`src/rtl/pb_pkg.sv`:
```
package pb_pkg;
  typedef enum logic {CMD_SET = 1'b0, CMD_READ = 1'b1} pb_cmd_e;

  localparam logic [7:0] HDR_BYTE    = 8'hFF;
  localparam logic [7:0] INS_WRITE   = 8'h03;
  localparam logic [7:0] INS_READ    = 8'h02;
  localparam logic [7:0] REG_GOAL    = 8'h1E;
  localparam logic [7:0] RD_COUNT    = 8'h02;
  localparam int         SET_PARAMS  = 3;
  localparam int         READ_PARAMS = 2;
  localparam int         FRAME_OVH   = 6;   // 2 header, id, len, ins, checksum
  localparam int         SET_BYTES   = SET_PARAMS + FRAME_OVH;
  localparam int         READ_BYTES  = READ_PARAMS + FRAME_OVH;
  localparam int         ANGLE_W     = 10;
endpackage

```
`src/rtl/pb_edge.sv`:
```
module pb_edge #(
  parameter int N = 2
) (
  input  logic         clk_i,
  input  logic         rst_ni,
  input  logic [N-1:0] lvl_i,
  output logic [N-1:0] rise_o
);
  logic [N-1:0] prev_q;

  for (genvar g = 0; g < N; g++) begin : g_det
    always_ff @(posedge clk_i or negedge rst_ni) begin
      if (!rst_ni) prev_q[g] <= 1'b0;
      else         prev_q[g] <= lvl_i[g];
    end
    assign rise_o[g] = lvl_i[g] & ~prev_q[g];
  end
endmodule

```
`src/rtl/pb_template.sv`:
```
module pb_template
  import pb_pkg::*;
#(
  parameter int ADDR_W = 8,
  parameter int DATA_W = 16
) (
  input  pb_cmd_e           cmd_i,
  input  logic [7:0]        id_i,
  input  logic [DATA_W-1:0] data_i,
  input  logic [ADDR_W-1:0] idx_i,
  output logic [7:0]        byte_o,
  output logic [ADDR_W-1:0] last_idx_o
);
  localparam int HI_W = ANGLE_W - 8;

  logic       is_set;
  logic [7:0] len_b, ins_b, p0, p1, p2, sum, cks;

  assign is_set = (cmd_i == CMD_SET);
  assign len_b  = is_set ? 8'(SET_PARAMS + 2) : 8'(READ_PARAMS + 2);
  assign ins_b  = is_set ? INS_WRITE : INS_READ;
  assign p0     = is_set ? REG_GOAL : data_i[7:0];
  assign p1     = is_set ? data_i[7:0] : RD_COUNT;
  assign p2     = is_set ? {{(8-HI_W){1'b0}}, data_i[ANGLE_W-1:8]} : 8'h00;
  assign sum    = id_i + len_b + ins_b + p0 + p1 + p2;
  assign cks    = ~sum;

  assign last_idx_o = is_set ? ADDR_W'(SET_BYTES - 1) : ADDR_W'(READ_BYTES - 1);

  always_comb begin
    case (idx_i)
      ADDR_W'(0), ADDR_W'(1): byte_o = HDR_BYTE;
      ADDR_W'(2):             byte_o = id_i;
      ADDR_W'(3):             byte_o = len_b;
      ADDR_W'(4):             byte_o = ins_b;
      ADDR_W'(5):             byte_o = p0;
      ADDR_W'(6):             byte_o = p1;
      ADDR_W'(7):             byte_o = is_set ? p2 : cks;
      default:                byte_o = cks;
    endcase
  end
endmodule

```
`src/rtl/pb_seq.sv`:
```
module pb_seq
  import pb_pkg::*;
#(
  parameter int ADDR_W = 8,
  parameter int DATA_W = 16
) (
  input  logic              clk_i,
  input  logic              rst_ni,
  input  logic              go_set_i,
  input  logic              go_read_i,
  input  logic [7:0]        id_i,
  input  logic [DATA_W-1:0] data_i,
  input  logic [ADDR_W-1:0] last_idx_i,
  output logic              busy_o,
  output logic [ADDR_W-1:0] idx_o,
  output pb_cmd_e           cmd_o,
  output logic [7:0]        id_o,
  output logic [DATA_W-1:0] data_o,
  output logic              done_o
);
  always_ff @(posedge clk_i or negedge rst_ni) begin
    if (!rst_ni) begin
      busy_o <= 1'b0;
      idx_o  <= '0;
      cmd_o  <= CMD_SET;
      id_o   <= '0;
      data_o <= '0;
      done_o <= 1'b0;
    end else if (!busy_o) begin
      if (go_set_i || go_read_i) begin
        busy_o <= 1'b1;
        idx_o  <= '0;
        done_o <= 1'b0;
        cmd_o  <= go_set_i ? CMD_SET : CMD_READ;  // set wins a tie
        id_o   <= id_i;
        data_o <= data_i;
      end
    end else if (idx_o == last_idx_i) begin
      busy_o <= 1'b0;
      idx_o  <= '0;
      done_o <= 1'b1;
    end else begin
      idx_o <= idx_o + 1'b1;
    end
  end
endmodule

```
`src/rtl/servo_pkt_builder.sv`:
```
module servo_pkt_builder
  import pb_pkg::*;
#(
  parameter int ADDR_W = 8,
  parameter int DATA_W = 16
) (
  input  logic              clk_i,
  input  logic              rst_ni,
  input  logic [7:0]        servo_id_i,
  input  logic [DATA_W-1:0] data_i,
  input  logic              set_angle_i,
  input  logic              read_angle_i,
  output logic              buf_we_o,
  output logic [ADDR_W-1:0] buf_addr_o,
  output logic [7:0]        buf_data_o,
  output logic              done_o
);
  localparam int NSTB = 2;

  logic [NSTB-1:0]   rise;
  logic              busy;
  logic [ADDR_W-1:0] idx, last_idx;
  pb_cmd_e           cmd_q;
  logic [7:0]        id_q;
  logic [DATA_W-1:0] data_q;

  pb_edge #(.N(NSTB)) i_edge (
    .clk_i  (clk_i),
    .rst_ni (rst_ni),
    .lvl_i  ({read_angle_i, set_angle_i}),
    .rise_o (rise)
  );

  pb_seq #(.ADDR_W(ADDR_W), .DATA_W(DATA_W)) i_seq (
    .clk_i      (clk_i),
    .rst_ni     (rst_ni),
    .go_set_i   (rise[0]),
    .go_read_i  (rise[1]),
    .id_i       (servo_id_i),
    .data_i     (data_i),
    .last_idx_i (last_idx),
    .busy_o     (busy),
    .idx_o      (idx),
    .cmd_o      (cmd_q),
    .id_o       (id_q),
    .data_o     (data_q),
    .done_o     (done_o)
  );

  pb_template #(.ADDR_W(ADDR_W), .DATA_W(DATA_W)) i_tpl (
    .cmd_i      (cmd_q),
    .id_i       (id_q),
    .data_i     (data_q),
    .idx_i      (idx),
    .byte_o     (buf_data_o),
    .last_idx_o (last_idx)
  );

  assign buf_we_o   = busy;
  assign buf_addr_o = idx;
endmodule

```
`config.mk`:
```
export PLATFORM = sky130hd
export DESIGN_NAME = servo_pkt_builder
export DESIGN_NICKNAME = d
export VERILOG_FILES = /design/src/rtl/pb_pkg.sv /design/src/rtl/pb_edge.sv /design/src/rtl/pb_template.sv /design/src/rtl/pb_seq.sv /design/src/rtl/servo_pkt_builder.sv
export SDC_FILE = /design/constraint.sdc
export NUM_CORES = 1
export LEC_CHECK = 0
export BUFFER_PORTS_ARGS = -buffer_cell sky130_fd_sc_hd__buf_2
export CAP_MARGIN = 20
export CORE_UTILIZATION = 45
export DETAILED_ROUTE_END_ITERATION = 6
export GPL_TIMING_DRIVEN = 1
export PLACE_DENSITY = 0.68
export SYNTH_ARGS = -nofsm -noshare
export SYNTH_HDL_FRONTEND = slang
export SYNTH_HIERARCHICAL = 1
export SYNTH_SLANG_ARGS = --single-unit
```
`constraint.sdc`:
```
create_clock -name clk_i -period 6.4 [get_ports clk_i]
set_input_delay 1.28 -clock clk_i [delete_from_list [all_inputs] [get_ports clk_i]]
set_output_delay 1.28 -clock clk_i [all_outputs]
set_load 0.05 [all_outputs]
```
; Word level (Yosys, flattened, before mapping)
; Cells that the tools add are included.
[totals]
regBits = 31
inputBits = 28
output_inout_bits = 18
[classes]
n_addsub = 6
n_reduce_logical = 6
mux = 18
n_bitwise = 6
n_eq_ne = 9
[op_table]
columns = operator, count
row1 = one-hot mux 8 bit (7 select lines), 1
row2 = two-way mux 8 bit, 6
row3 = adder 8 bit, 5
row4 = == test 8 x 3 -> 1 bit (second input constant), 4
row5 = == test 8 x 2 -> 1 bit (second input constant), 2
row6 = two-way mux 1 bit, 9
row7 = adder 8 x 1 -> 8 bit (second input constant), 1
row8 = == test 8 x 1 -> 1 bit (second input constant), 1
row9 = == test 8 bit, 1
row10 = logical NOT 8 bit, 1
row11 = inverter 8 bit, 1
row12 = two-way mux 4 bit, 1
row13 = AND reduction 2 bit, 2
row14 = inverter 1 bit, 3
row15 = AND 1 bit, 2
row16 = two-way mux 2 bit, 1
row17 = != test 2 bit (second input constant), 1
row18 = nonzero test 2 bit, 1
row19 = OR reduction 2 bit, 1
row20 = logical OR 1 bit, 1

; Depth between registers and ports, before layout
; Gate-level depths: netlist of run 1.
[logic_depth]
depth_word = 9
ltp_mapped = 15

; Hierarchy
; Netlist of run 1, hierarchy kept.
[by_module_without_submodules]
columns = module, n_inst, cells_per_inst, area_per_inst_um2
row1 = pb_seq, 1, 110, 1519.0
row2 = pb_template, 1, 159, 1223.7
row3 = pb_edge, 1, 4, 77.6

; Worst setup path after synthesis of run 1
; No wires, ideal clock.
[synth_path]
path_type = reg-to-output
from = reg i_seq.cmd_o
to = out buf_data_o[7]
slack_ns = 0.886
path_buffers = 2
arrival_time_ns = 4.234
path_stages_with_launch = 16
path_cell_list = dfrtp_1 > buf_4 > buf_2 > nand2_1 > fa_1 > fa_1 > inv_1 > fa_1 > ha_1 > inv_1 > fa_1 > nor2b_1 > o31a_1 > o22ai_2 > xnor2_1 > o21ai_1
[synth_between]
elab_chain_cells = 9
word_cells_on_any_way = 13
cone_classes = add/sub: 5 / mux: 7 / bitwise: 1
[synth_lines]
columns = element, line
row1 = "start, declared", pb_seq.sv:16  ; output pb_cmd_e cmd_o,
row2 = "start signal, assigned", pb_seq.sv:34  ; cmd_o <= go_set_i ? CMD_SET : CMD_READ;
row3 = two-way mux 1 bit, "pb_template.sv:20, pb_template.sv:21"
row4 = adder 8 bit (5 in series), pb_template.sv:25  ; assign sum = id_i + len_b + ins_b + p0 + p1 + p2;
row5 = inverter 8 bit, pb_template.sv:26  ; assign cks = ~sum;
row6 = two-way mux 8 bit, pb_template.sv:38  ; ADDR_W'(7): byte_o = is_set ? p2 : cks;
row7 = one-hot mux 8 bit (7 select lines) *, pb_template.sv:31  ; case (idx_i)
row8 = "end, declared", servo_pkt_builder.sv:15  ; output logic [7:0] buf_data_o,
; Mark *: on every way between the ends. The rest lies on a longest branch, timed or not.

; Worst setup path in the final report of run 1
; Same ends and word-level chain as after synthesis.

==> reports/results.tsv, run 1 <==
metric	value	unit
cts_buffers	5	
clk_pin_slew_worst_paths	0.06	ns
crit_path_frequent_cell	fa_1	
tns	0	ns
grt_pass1_wl	8610	µm
cpPeakStageDelay	0.54	ns
rsz0062_at_grt	no	
ant_nets	0	
required	5.12	ns
nets	352	
cts_sinks	31	
cts_root_buffer	clkbuf_8	
seqCellArea	776	µm²
wire_per_inst	13.7	µm
cts_resized	0	
critical_path_class	flip-flop to output pin	
slew_headroom	36.1	%
drive_gt1_share	28.7	%
tritoncts	done	
postCtsSetupRepairBufs	0	
skew	0.00275	ns
drt_first_pass_iters	4	
status	finished, final reports clean	
arrival	4.43	ns
worst_setup_path_start_kind	flip-flop	
dieHeight	78.1	µm
vias	1889	
drtIter0Drc	86	
avgSynthCellArea	9.97	µm²
overflow	0	
synthToLayoutAreaGrowth	11.0	%
via_per_inst	5.13	
antenna_found_initial	0	
place_ws	0.998	ns
die_w	78.1	µm
worst_hold_path_type	flip-flop to flip-flop	
path_max_fanout	11	
cts_htree_levels	2	
finalWorstSetupSlack	0.691	ns
dieArea	6090	µm²
reg2reg_depth	4	
place.port_buffers	39	
drt_wl_total	5040	µm
start_util	47.0	%
antennaDiodeCount	0	
final_cell_mix	buf_2, dfrtp_1, ha_1	
clock_latency	0.29	ns
syn-instance-count	261	
route.detailed.drc	0	
multi_input_area	1640	µm²
slew_viol_final	0	
min_period	5.71	ns
syn-cell-area	2600	µm²
cts_hold_buf	0	
setup_viol	0	
core.rowCount	27	
ys_warn_count	6	
crit_buf_inv	4	
hold_depth	1	
critPathSlowestCell	dfrtp_1	
crit_family	adder cells	
grt_pass1_vias	1797	
cts_max_path_buffers	2	
path_cells	inv_1, nand2_1, fa_1, fa_1, inv_1, fa_1, ha_1, inv_1, fa_1, nor2b_1, o31a_1, o22ai_2, xnor2_1, o21ai_1, buf_2	
grt_start_max_net_pins	32	
final_common_cell	buf_2	
worst_pin_slew	0.958	ns
finalHoldViolations	0	
ios	46	
timing.fmax	175	MHz
critPathCaptureType	output pin	
core-area	5540	µm²
path_depth	15	
grt_usage	18.2	%
hpwlAfterDp	3830	µm
fillers	523	
period_share	89.2	%
drv_cap	0	
gp_congestion	0.775	
## through the flow
stage / util, % / instance area (µm²) / instances / hold WS (ns)
after floorplan: - / 2610 / 264 / 0.479
after global placement: 50.3 / 2790 / 360 / 0.479
after detailed placement: 50.3 / 2790 / 360 / 0.482
after CTS: 52.1 / 2890 / 368 / 0.502
after global routing: 52.1 / 2890 / 368 / 0.533
final: 52.1 / 2890 / 368 / 0.499
## layout make-up
type | count | share of cell area, %
inverters | 19 | 2.47
well taps | 72 | 3.12
clock buffers | 8 | 3.46
repair buffers | 41 | 7.28
multi-input cells | 197 | 56.8
flip-flops and latches | 31 | 26.9
## path summary, 6_finish.rpt
kind | from | endpoint | slack, ns
worst max-delay path | i_seq/cmd_o | buf_data_o[7] | 0.69
min in group asynchronous | rst_ni | i_seq/data_o[8] | 1.04
worst min register to register | i_seq/done_o | i_seq/done_o | 0.50
worst min-delay path | i_seq/done_o | i_seq/done_o | 0.50
worst max register to register | i_seq/idx_o[2] | i_seq/idx_o[4] | 4.45
max in group asynchronous | rst_ni | i_seq/id_o[3] | 4.92
## registers in the layout, indices dropped and copies added (netlist names)
| signal | count |
|---|---|
| i_seq/data_o | 10 |
| i_seq/done_o | 1 |
| i_seq/idx_o | 8 |
| i_seq/busy_o | 1 |
| i_seq/id_o | 8 |
| i_seq/cmd_o | 1 |
| i_edge/prev_q | 2 |
## layer usage
metal / GRT usage, % / vias to the layer above / share of wire [%]
met5: 0 / - / 0
met2: 29.0 / 55 / 48
met4: 5.56 / 0 / 1.2
met1: 25.7 / 869 / 46
li1: - / 958 / -
met3: 2.56 / 7 / 5.0
Power of run 1 is left out: the tool's default activity adds up to more than one toggle a clock period on the data nets, which glitch-free logic cannot reach.
==> run 2: changes to the inputs <==
GPL_TIMING_DRIVEN = 0   (was 1)
==> run 2 against run 1 <==
- non-clock buffer count grew 15
- die area is the same
- worst setup slack lost 0.26 ns
- final area grew 4.4%
- critical endpoint unchanged
- highest routed layer unchanged
==> reports/results.tsv, run 2 (same netlist as run 1, synthesis figures left out) <==
metric	value	unit
status	finished, final reports clean	
slew_viol_final	0	
finalHoldViolations	0	
start_util	47.0	%
dpl_cell_area	2900	µm²
grt_start_max_net_pins	32	
nets	367	
postCtsSetupRepairBufs	0	
critPathCaptureType	output pin	
final_cell_mix	buf_2, dfrtp_1, ha_1	
hold_slack	0.496	ns
drt_wl_total	5600	µm
route.detailed.drc	0	
grt_pass1_vias	2025	
cts_resized	0	
core-area	5540	µm²
critical_path_class	flip-flop to output pin	
gp_congestion	0.812	
ios	46	
synthToLayoutAreaGrowth	15.9	%
skew	0.00445	ns
drt_first_pass_iters	4	
slew_headroom	52.8	%
min_period	5.97	ns
clock_latency	0.29	ns
cts_max_path_buffers	2	
dieHeight	78.1	µm
clk_pin_slew_worst_paths	0.07	ns
grt_pass1_wl	9580	µm
vias	2038	
antennaDiodeCount	0	
worst_hold_path_type	flip-flop to flip-flop	
via_per_inst	5.32	
path_max_fanout	10	
tns	0	ns
rsz0062_at_grt	no	
period_share	93.3	%
drv_cap	0	
overflow	0	
antenna_found_initial	0	
drtIter0Drc	61	
cts_htree_levels	2	
ant_nets	0	
place.port_buffers	39	
grt_usage	20.3	%
timing.fmax	167	MHz
wire_per_inst	14.6	µm
cts_buffers	5	
reg.largest.list	i_seq/data_o (10), i_seq/id_o (8), i_seq/idx_o (8)	
largest_register	i_seq/data_o	
final_area	3020	µm²
tritoncts	done	
die_w	78.1	µm
core.rowCount	27	
cts_sinks	31	
drive_gt1_share	32.2	%
setup_viol	0	
hpwlAfterDp	4240	µm
dieArea	6090	µm²
largest_reg_flops	10	
fillers	523	
worst_setup_path_start_kind	flip-flop	
arrival	4.69	ns
required	5.12	ns
cts_hold_buf	0	
final_common_cell	buf_2	
cts_root_buffer	clkbuf_8	
worst_pin_slew	0.708	ns
run 2: path summary, 6_finish.rpt:
| kind | start | end | slack [ns] | depth (start not counted) |
|---|---|---|---|---|
| setup / recovery | i_seq/cmd_o | buf_data_o[7] | 0.43 | 16 |
| hold / removal | i_seq/done_o | i_seq/done_o | 0.50 | 1 |
| setup reg to reg | i_seq/cmd_o | i_seq/idx_o[3] | 4.54 | 5 |
| hold reg to reg | i_seq/done_o | i_seq/done_o | 0.50 | 1 |
| max in group asynchronous | rst_ni | i_seq/data_o[7] | 4.90 | 1 |
| min in group asynchronous | rst_ni | i_edge/prev_q[0] | 1.03 | 1 |
run 2: layout make-up:
cell class | count | area, µm² | share of cell area, %
clock inverter | 2 | 35.0 | 1.16
sequential | 31 | 776 | 25.7
tap | 72 | 90.1 | 2.99
multi-input combinational | 197 | 1640 | 54.4
timing repair buffer | 39 | 195 | 6.47
inverter | 19 | 71.3 | 2.36
clock buffer | 6 | 82.6 | 2.74
buffer | 17 | 125 | 4.15
run 2: per-layer routing:
layer	routed length, µm	up-vias	track usage [%]
li1	-	984	-
met3	189	6	2.44
met1	2580	1000	26.2
met5	0	-	0
met2	2760	48	35.4
met4	72	0	6.11
run 2: metrics by stage:
stage	std cells	utilization, %	worst slack, ns
after global placement	375	52.3	0.812
after floorplan	264	-	0.886
after global routing	383	54.4	0.225
after detailed placement	375	52.3	0.724
after CTS	383	54.4	0.402
final	383	54.4	0.428
run 2: worst max-delay path, stage by stage (launching register included):
cell	delay (ns)
dfrtp_1	0.61
buf_4	0.25
buf_2	0.23
nand2_1	0.10
fa_1	0.43
fa_1	0.52
inv_1	0.05
fa_1	0.53
ha_1	0.19
inv_1	0.06
fa_1	0.41
nor2b_1	0.17
o31a_1	0.18
o22ai_2	0.11
xnor2_1	0.13
o21ai_1	0.15
buf_2	0.29
Power of run 2 is left out for the same reason.
